## src/rtl/pm_sel_pkg.sv

```systemverilog
`timescale 1ns/1ps
package pm_sel_pkg;
  localparam int PROF_N = 4;
  localparam int AUX_N  = 3;
  localparam int NUM_CH = 2;

  typedef enum logic [1:0] {MOD_OFF = 2'b00, MOD_AMP = 2'b01, MOD_FREQ = 2'b10, MOD_PHASE = 2'b11} mod_kind_e;
  typedef enum logic [1:0] {LVL_2 = 2'b00, LVL_4 = 2'b01, LVL_8 = 2'b10, LVL_16 = 2'b11} mod_lvl_e;
  typedef enum logic [1:0] {RMP_NONE = 2'b00, RMP_P23 = 2'b01, RMP_P3 = 2'b10, RMP_AUX = 2'b11} ramp_map_e;

  localparam logic [2:0] PINCFG_SPLIT = 3'b101;
endpackage

```

## src/rtl/pm_sync.sv

```systemverilog
`timescale 1ns/1ps
module pm_sync #(
  parameter int W = 1
) (
  input  logic         clk_i,
  input  logic         rst_ni,
  input  logic [W-1:0] d_i,
  output logic [W-1:0] q_o
);
  logic [W-1:0] s1_q, s2_q;

  always_ff @(posedge clk_i or negedge rst_ni) begin
    if (!rst_ni) begin
      s1_q <= '0;
      s2_q <= '0;
    end else begin
      s1_q <= d_i;
      s2_q <= s1_q;
    end
  end

  assign q_o = s2_q;
endmodule

```

## src/rtl/pm_word_bank.sv

```systemverilog
`timescale 1ns/1ps
module pm_word_bank #(
  parameter int NUM_WORDS = 16,
  parameter int WORD_W    = 32,
  localparam int IDX_W    = $clog2(NUM_WORDS)
) (
  input  logic              clk_i,
  input  logic              rst_ni,
  input  logic              wr_en_i,
  input  logic [IDX_W-1:0]  wr_idx_i,
  input  logic [WORD_W-1:0] wr_data_i,
  input  logic [IDX_W-1:0]  rd_idx_i,
  output logic [WORD_W-1:0] rd_data_o
);
  logic [WORD_W-1:0] mem_q [NUM_WORDS];

  always_ff @(posedge clk_i or negedge rst_ni) begin
    if (!rst_ni) begin
      for (int i = 0; i < NUM_WORDS; i++) mem_q[i] <= '0;
    end else if (wr_en_i) begin
      mem_q[wr_idx_i] <= wr_data_i;
    end
  end

  // same-cycle write wins over stored value
  assign rd_data_o = (wr_en_i && wr_idx_i == rd_idx_i) ? wr_data_i : mem_q[rd_idx_i];

  AST_BANK_WRITE: assert property (@(posedge clk_i) disable iff (!rst_ni)
    wr_en_i |=> mem_q[$past(wr_idx_i)] == $past(wr_data_i));
endmodule

```

## src/rtl/pm_route.sv

```systemverilog
`timescale 1ns/1ps
module pm_route
  import pm_sel_pkg::*;
#(
  parameter int IDX_W = 4
) (
  input  mod_kind_e          kind_i,
  input  mod_lvl_e           lvl_i,
  input  logic [2:0]         pin_cfg_i,
  input  ramp_map_e          ramp_i,
  input  logic               sweep_i,
  input  logic [PROF_N-1:0]  prof_i,
  input  logic [AUX_N-1:0]   aux_i,
  output logic [IDX_W-1:0]   idx0_o,
  output logic [IDX_W-1:0]   idx1_o,
  output logic               err_o,
  output logic [NUM_CH-1:0]  ramp_act_o,
  output logic [NUM_CH-1:0]  ramp_dn_o
);
  logic map_ok;
  logic pins_free;
  logic [IDX_W-1:0] idx0_raw, idx1_raw;

  assign pins_free = (ramp_i == RMP_NONE) || (ramp_i == RMP_AUX);

  always_comb begin
    idx0_raw = '0;
    idx1_raw = '0;
    map_ok   = 1'b0;
    unique case (lvl_i)
      LVL_2: begin
        if (pins_free) begin
          idx0_raw = IDX_W'(prof_i[2]);
          idx1_raw = IDX_W'(prof_i[3]);
          map_ok   = 1'b1;
        end else if (ramp_i == RMP_P3) begin
          idx0_raw = IDX_W'(prof_i[2]);
          map_ok   = 1'b1;
        end
      end
      LVL_4: begin
        if (pins_free && pin_cfg_i == PINCFG_SPLIT) begin
          idx0_raw = IDX_W'({prof_i[0], prof_i[1]});
          idx1_raw = IDX_W'({prof_i[2], prof_i[3]});
          map_ok   = 1'b1;
        end
      end
      default: map_ok = 1'b0;
    endcase
  end

  assign err_o  = (kind_i != MOD_OFF) && (sweep_i || !map_ok);
  assign idx0_o = (kind_i == MOD_OFF || err_o) ? '0 : idx0_raw;
  assign idx1_o = (kind_i == MOD_OFF || err_o) ? '0 : idx1_raw;

  always_comb begin
    ramp_act_o = '0;
    ramp_dn_o  = '0;
    unique case (ramp_i)
      RMP_NONE: ;
      RMP_P23: begin
        ramp_act_o = 2'b11;
        ramp_dn_o  = {prof_i[3], prof_i[2]};
      end
      RMP_P3: begin
        ramp_act_o = 2'b11;
        ramp_dn_o  = {prof_i[3], prof_i[3]};
      end
      RMP_AUX: begin
        ramp_act_o = 2'b11;
        ramp_dn_o  = {aux_i[1], aux_i[0]};
      end
      default: ;
    endcase
  end
endmodule

```

## src/rtl/prof_word_sel.sv

```systemverilog
`timescale 1ns/1ps
module prof_word_sel
  import pm_sel_pkg::*;
#(
  parameter int NUM_WORDS = 16,
  parameter int WORD_W    = 32,
  localparam int IDX_W    = $clog2(NUM_WORDS)
) (
  input  logic              clk_i,
  input  logic              rst_ni,
  input  logic              wr_en_i,
  input  logic              wr_ch_i,
  input  logic [IDX_W-1:0]  wr_idx_i,
  input  logic [WORD_W-1:0] wr_data_i,
  input  logic [1:0]        mod_type_i,
  input  logic [1:0]        mod_lvl_i,
  input  logic [2:0]        pin_cfg_i,
  input  logic [1:0]        ramp_cfg_i,
  input  logic              sweep_en_i,
  input  logic [3:0]        prof_i,
  input  logic [2:0]        aux_i,
  output logic [WORD_W-1:0] ch0_word_o,
  output logic [WORD_W-1:0] ch1_word_o,
  output logic [1:0]        kind_o,
  output logic              cfg_err_o,
  output logic              ser_1bit_o,
  output logic [1:0]        ramp_act_o,
  output logic [1:0]        ramp_dn_o
);
  localparam int PIN_W = PROF_N + AUX_N;

  logic [PIN_W-1:0]  pin_s;
  logic [IDX_W-1:0]  sel_idx [NUM_CH];
  logic [WORD_W-1:0] rd_word [NUM_CH];
  logic [WORD_W-1:0] word_q  [NUM_CH];
  logic              err_c;
  logic [NUM_CH-1:0] ract_c, rdn_c;

  logic [1:0]        kind_q;
  logic              err_q, ser_q;
  logic [NUM_CH-1:0] ract_q, rdn_q;

  pm_sync #(.W(PIN_W)) u_sync (
    .clk_i  (clk_i),
    .rst_ni (rst_ni),
    .d_i    ({aux_i, prof_i}),
    .q_o    (pin_s)
  );

  pm_route #(.IDX_W(IDX_W)) u_route (
    .kind_i     (mod_kind_e'(mod_type_i)),
    .lvl_i      (mod_lvl_e'(mod_lvl_i)),
    .pin_cfg_i  (pin_cfg_i),
    .ramp_i     (ramp_map_e'(ramp_cfg_i)),
    .sweep_i    (sweep_en_i),
    .prof_i     (pin_s[PROF_N-1:0]),
    .aux_i      (pin_s[PROF_N +: AUX_N]),
    .idx0_o     (sel_idx[0]),
    .idx1_o     (sel_idx[1]),
    .err_o      (err_c),
    .ramp_act_o (ract_c),
    .ramp_dn_o  (rdn_c)
  );

  for (genvar c = 0; c < NUM_CH; c++) begin : g_ch
    logic bank_we;
    assign bank_we = wr_en_i && (wr_ch_i == 1'(c));

    pm_word_bank #(.NUM_WORDS(NUM_WORDS), .WORD_W(WORD_W)) u_bank (
      .clk_i     (clk_i),
      .rst_ni    (rst_ni),
      .wr_en_i   (bank_we),
      .wr_idx_i  (wr_idx_i),
      .wr_data_i (wr_data_i),
      .rd_idx_i  (sel_idx[c]),
      .rd_data_o (rd_word[c])
    );

    always_ff @(posedge clk_i or negedge rst_ni) begin
      if (!rst_ni) word_q[c] <= '0;
      else         word_q[c] <= rd_word[c];
    end

    AST_WRITE_BYPASS: assert property (@(posedge clk_i) disable iff (!rst_ni)
      (bank_we && wr_idx_i == sel_idx[c]) |=> word_q[c] == $past(wr_data_i));
  end

  always_ff @(posedge clk_i or negedge rst_ni) begin
    if (!rst_ni) begin
      kind_q <= '0;
      err_q  <= 1'b0;
      ser_q  <= 1'b0;
      ract_q <= '0;
      rdn_q  <= '0;
    end else begin
      kind_q <= err_c ? 2'b00 : mod_type_i;
      err_q  <= err_c;
      ser_q  <= (ramp_cfg_i == RMP_AUX);
      ract_q <= ract_c;
      rdn_q  <= rdn_c;
    end
  end

  assign ch0_word_o = word_q[0];
  assign ch1_word_o = word_q[1];
  assign kind_o     = kind_q;
  assign cfg_err_o  = err_q;
  assign ser_1bit_o = ser_q;
  assign ramp_act_o = ract_q;
  assign ramp_dn_o  = rdn_q;

  AST_SWEEP_ERR: assert property (@(posedge clk_i) disable iff (!rst_ni)
    (sweep_en_i && mod_type_i != 2'b00) |=> cfg_err_o);
  AST_OFF_CLEAN: assert property (@(posedge clk_i) disable iff (!rst_ni)
    (mod_type_i == 2'b00) |=> (kind_o == 2'b00 && !cfg_err_o));
  AST_ERR_UNTAGGED: assert property (@(posedge clk_i) disable iff (!rst_ni)
    cfg_err_o |-> kind_o == 2'b00);
  AST_SER_ONEBIT: assert property (@(posedge clk_i) disable iff (!rst_ni)
    (ramp_cfg_i == 2'b11) |=> ser_1bit_o);
  AST_NO_RAMP: assert property (@(posedge clk_i) disable iff (!rst_ni)
    (ramp_cfg_i == 2'b00) |=> (ramp_act_o == 2'b00 && ramp_dn_o == 2'b00));
endmodule

```

## config.mk

```make
export PLATFORM = sky130hd
export DESIGN_NAME = prof_word_sel
export DESIGN_NICKNAME = d
export VERILOG_FILES = /design/src/rtl/pm_sel_pkg.sv /design/src/rtl/pm_sync.sv /design/src/rtl/pm_word_bank.sv /design/src/rtl/pm_route.sv /design/src/rtl/prof_word_sel.sv
export SDC_FILE = /design/constraint.sdc
export NUM_CORES = 1
export LEC_CHECK = 0
export BUFFER_PORTS_ARGS = -buffer_cell sky130_fd_sc_hd__buf_2
export CAP_MARGIN = 40
export CORE_ASPECT_RATIO = 0.9
export CORE_MARGIN = 2
export CORE_UTILIZATION = 54
export CTS_BUF_LIST = sky130_fd_sc_hd__clkbuf_8
export DETAILED_ROUTE_END_ITERATION = 16
export PLACE_DENSITY = 0.73
export SETUP_SLACK_MARGIN = 0.3
export SLEW_MARGIN = 20
export SYNTH_ARGS = -nofsm -noshare
export SYNTH_HDL_FRONTEND = slang
export SYNTH_SLANG_ARGS = --single-unit
export TNS_END_PERCENT = 20
```

## constraint.sdc

```tcl
create_clock -name clk_i -period 2.2 [get_ports clk_i]
set_input_delay 0.33 -clock clk_i [delete_from_list [all_inputs] [get_ports clk_i]]
set_output_delay 0.33 -clock clk_i [all_outputs]
set_load 0.005 [all_outputs]
```

==> results.txt <==
- Number of max-cap violations: 0
- Across the routed clock network, the largest skew measured is 17.00 ps.
- Max FO, Critical Path: 13
- STA puts the critical path data arrival time at 2400 ps.
- The region available for standard cell placement spans 26820 um^2.
- Global route hottest layer: met2
- Vias in the first global route: 9843
- GRT Total Usage: 0.2401
* Number of failing hold endpoints at the final stage: 0
* Capturing element type of the critical path: flop
- For this run, the post-layout net count is 1258.
- The worst hold path was traced through 2 stages.
* Sequential area share after synthesis: 0.5812
* Remaining DRCs: 0
- After synthesis, the netlist uses 39 different library cells.
- Die outline area: 28360 um^2
* Yosys warnings: 0
- The worst setup path is of the in2reg kind.
* Number of antenna violations at the first check in global routing: 1
- Setup repair after global routing could not meet its margin everywhere.
- Sum Neg Setup Slack: 0 ps
- Most common cell after layout, fill and taps aside: dfrtp_1
- The first detailed-routing pass ran for 4 iterations.
* Met3 Track Usage GR: 0.03738
* Via count: 9174
- Pin count of the biggest net entering global routing: 68
- Maximum frequency from static timing analysis: 0.5128 GHz
- Number of clock buffers inserted by TritonCTS: 54
* Layout cells sized above 1: 0.4867
- Multi-input logic area: 5707 um^2
- Clock-pin slew on the worst setup and hold paths: 60 ps
- Average wire per standard cell: 20.47 um
- DIE WIDTH: 177.3 um
- Worst setup margin: 249.9 ps
- Routing usage on met2: 0.3827
- Critical path data required time: 2650 ps
- Number of antenna-violating nets in the routed design: 0
* Number of instances in the synthesized netlist: 1051
- CTS saw 339 sinks.
- TritonCTS built the clock tree.
- The path class of the tightest hold or removal check is in2reg.
- In this run the tool buffered the top-level ports with 127 buffer cells.
- In this run the mean area of a mapped cell was 13.89 um^2.
* Setup Viol. Count Final: 0
- Met1 track demand over resource: 0.3426
- Largest vdd supply drop: 0.5615 mV
* Crit path launch type: primary input
* Number of storage elements in the synthesis netlist: 339
- The synthesized netlist occupies a cell area of 14600 um^2.
- Die extent in y: 160.0 um
* Time the worst path needs with I/O delays and setup: 1950 ps
- The final-report max-slew violation count is 0.
* Routed WL: 32590 um
- Dividing total power by cell area gives a power density of 907.8 nW/um^2.
- Standard-cell row count: 57
- For the pin with the worst max-slew slack, the measured transition is 529.0 ps.
* Count of H-tree levels built during CTS: 2
- Clock latency on the worst-skew pair, taken at its later pin, is 580 ps.
- The layout has 2076 filler cells.
- Headroom to the max-slew limit: 0.6474
- Gp weighted congestion: 0.7488
- Final standard cell count with taps included and fillers excluded: 1592
* Clock Root Buffer: clkbuf_8
* Global-route wire length before repair: 53410 um
- Summed over all cells, the static leakage comes to 0.008386 uW.
- Post-detailed-route via-to-cell ratio: 5.763
- Number of buffers on the longest clock path: 3
- The number of placed instances, taps included, is 1485.
* Pre-CTS setup slack: -348.7 ps
* Post-DP HPWL: 20240 um
* Top library cells by usage in the layout, fill and taps aside: dfrtp_1 (339), mux2_2 (286), buf_2 (124)
* Synthesis-to-finish area growth: 17.96%
- Number of cells on the worst reg-to-reg path: 6
- Portion of the clock cycle consumed by the worst path in the final layout: 0.8864
* Sequential cell area in the final layout: 8483 um^2
- For this block, the initial DRC count from the detailed router was 430.
- The flow ran to the end, and the final reports show no timing, DRC or antenna violations.
- 129 I/O pins were placed.
* Total overflow reported by the global router: 0
- Synthesis produced a netlist with a net count of 1114.
* Initial core utilization: 0.5443
cells in the mapped netlist:
cell | instances | share of area
dfrtp_1 | 339 | 0.58
mux2_2 | 288 | 0.22
buf_1 | 52 | 0.013
nand2_1 | 41 | 0.011
a21oi_1 | 33 | 0.011
clkbuf_1 | 33 | 0.0085
o21ai_0 | 33 | 0.011
a41oi_1 | 32 | 0.019
mux2i_1 | 32 | 0.022
o221ai_1 | 32 | 0.019
o22ai_1 | 32 | 0.014
mux2_4 | 30 | 0.031
buf_2 | 13 | 0.0045
nor2_1 | 9 | 0.0023
buf_4 | 6 | 0.0031
ha_1 | 6 | 0.0051
and3_1 | 5 | 0.0021
buf_6 | 4 | 0.0031
and2_1 | 3 | 0.0013
inv_1 | 3 | 0.00077
a31o_2 | 2 | 0.0012
and4b_1 | 2 | 0.0014
mux2_1 | 2 | 0.0015
nand3b_1 | 2 | 0.0010
nor2b_1 | 2 | 0.00086
xor2_1 | 2 | 0.0012
a21boi_1 | 1 | 0.00051
a222oi_1 | 1 | 0.00069
nand2b_1 | 1 | 0.00043
nand3_1 | 1 | 0.00034
nand4_1 | 1 | 0.00043
nor3_1 | 1 | 0.00034
nor4b_1 | 1 | 0.00060
nor4bb_1 | 1 | 0.00069
o2111ai_2 | 1 | 0.0010
o211ai_1 | 1 | 0.00051
o21ai_1 | 1 | 0.00034
o21ba_2 | 1 | 0.00069
xnor2_1 | 1 | 0.00060
through the flow:
step | utilization | power [uW] | area (um^2) | hold slack (ps)
2_1_floorplan | - | 9452 | 14650 | 34.41
3_3_place_gp | 0.5955 | 10240 | 15970 | 320.6
3_5_place_dp | 0.5955 | 10370 | 15970 | 323.5
4_1_cts | 0.6399 | 15800 | 17160 | 0.2846
5_1_grt | 0.6421 | 16450 | 17220 | 25.71
6_report | 0.6421 | 15630 | 17220 | 33.76
worst paths after layout:
check	slack (ps)	endpoint	startpoint
worst max-delay path	250	ch0_word_o[14]	ramp_cfg_i[0]
worst min-delay path	30	kind_o[1]	mod_type_i[1]
worst max register to register	260	ch0_word_o[14]	u_sync.q_o[1]
worst min register to register	350	u_sync.q_o[3]	u_sync.s1_q[3]
max in group asynchronous	1130	g_ch[1].u_bank.mem_q[399]	rst_ni
min in group asynchronous	290	g_ch[0].u_bank.mem_q[488]	rst_ni
worst max-delay path: stages:
cell and delay (ps):
buf_4 100, clkinvlp_4 120, ha_4 310, nand2b_1 80
and3_4 190, o21ai_4 250, nor2_2 60, and4b_4 450
buf_12 200, mux2_4 310
kinds of logic (layout without fill, tap and decap cells):
logic type,Yosys count,in the layout,synth area share
fa+ha+maj,6,6,0.005143
flops,339,339,0.5812
simple gates,70,70,0.02237
xor+xnor,3,3,0.001800
compound gates,170,170,0.07972
buf+inv,111,297,0.03326
other cells,0,1,0
mux,352,352,0.2765
layout make-up:
cell class | count | area share
Antenna cell | 1 | 0.0001453
Clock buffer | 72 | 0.05755
Clock inverter | 26 | 0.007412
Inverter | 3 | 0.001090
Multi-Input combinational cell | 601 | 0.3314
Sequential cell | 339 | 0.4927
Tap cell | 354 | 0.02572
Timing Repair Buffer | 196 | 0.08393
where the power goes:
part | switching [uW] | internal (uW) | leakage [uW]
Combinational | 934 | 1380 | 0.00341
Clock | 2350 | 3020 | 0.000661
Sequential | 540 | 7410 | 0.00432
flip-flops by register name, summed over array words and instances, names as in the netlist:
name / cells
cfg_err_o: 1
u_sync.q_o: 6
ramp_act_o: 1
ch0_word_o: 32
g_ch.u_bank.mem_q: 256
u_sync.s1_q: 6
kind_o: 2
ramp_dn_o: 2
ch1_word_o: 32
ser_1bit_o: 1
timing repair:
action	CTS	global route
gates resized for setup	1	9
pin swaps	1	0
hold buffers	7	0
endpoints found under the hold margin	58	0
setup endpoints to repair	20	63
setup buffers	0	0
gates cloned	0	1
metal layers:
| metal | wire, um | vias to the layer above |
|---|---|---|
| li1 | - | 4164 |
| met5 | 0 | - |
| met1 | 14790 | 4739 |
| met2 | 15440 | 213 |
| met3 | 1642 | 58 |
| met4 | 722 | 0 |
Power figures use the tool's default switching activity.
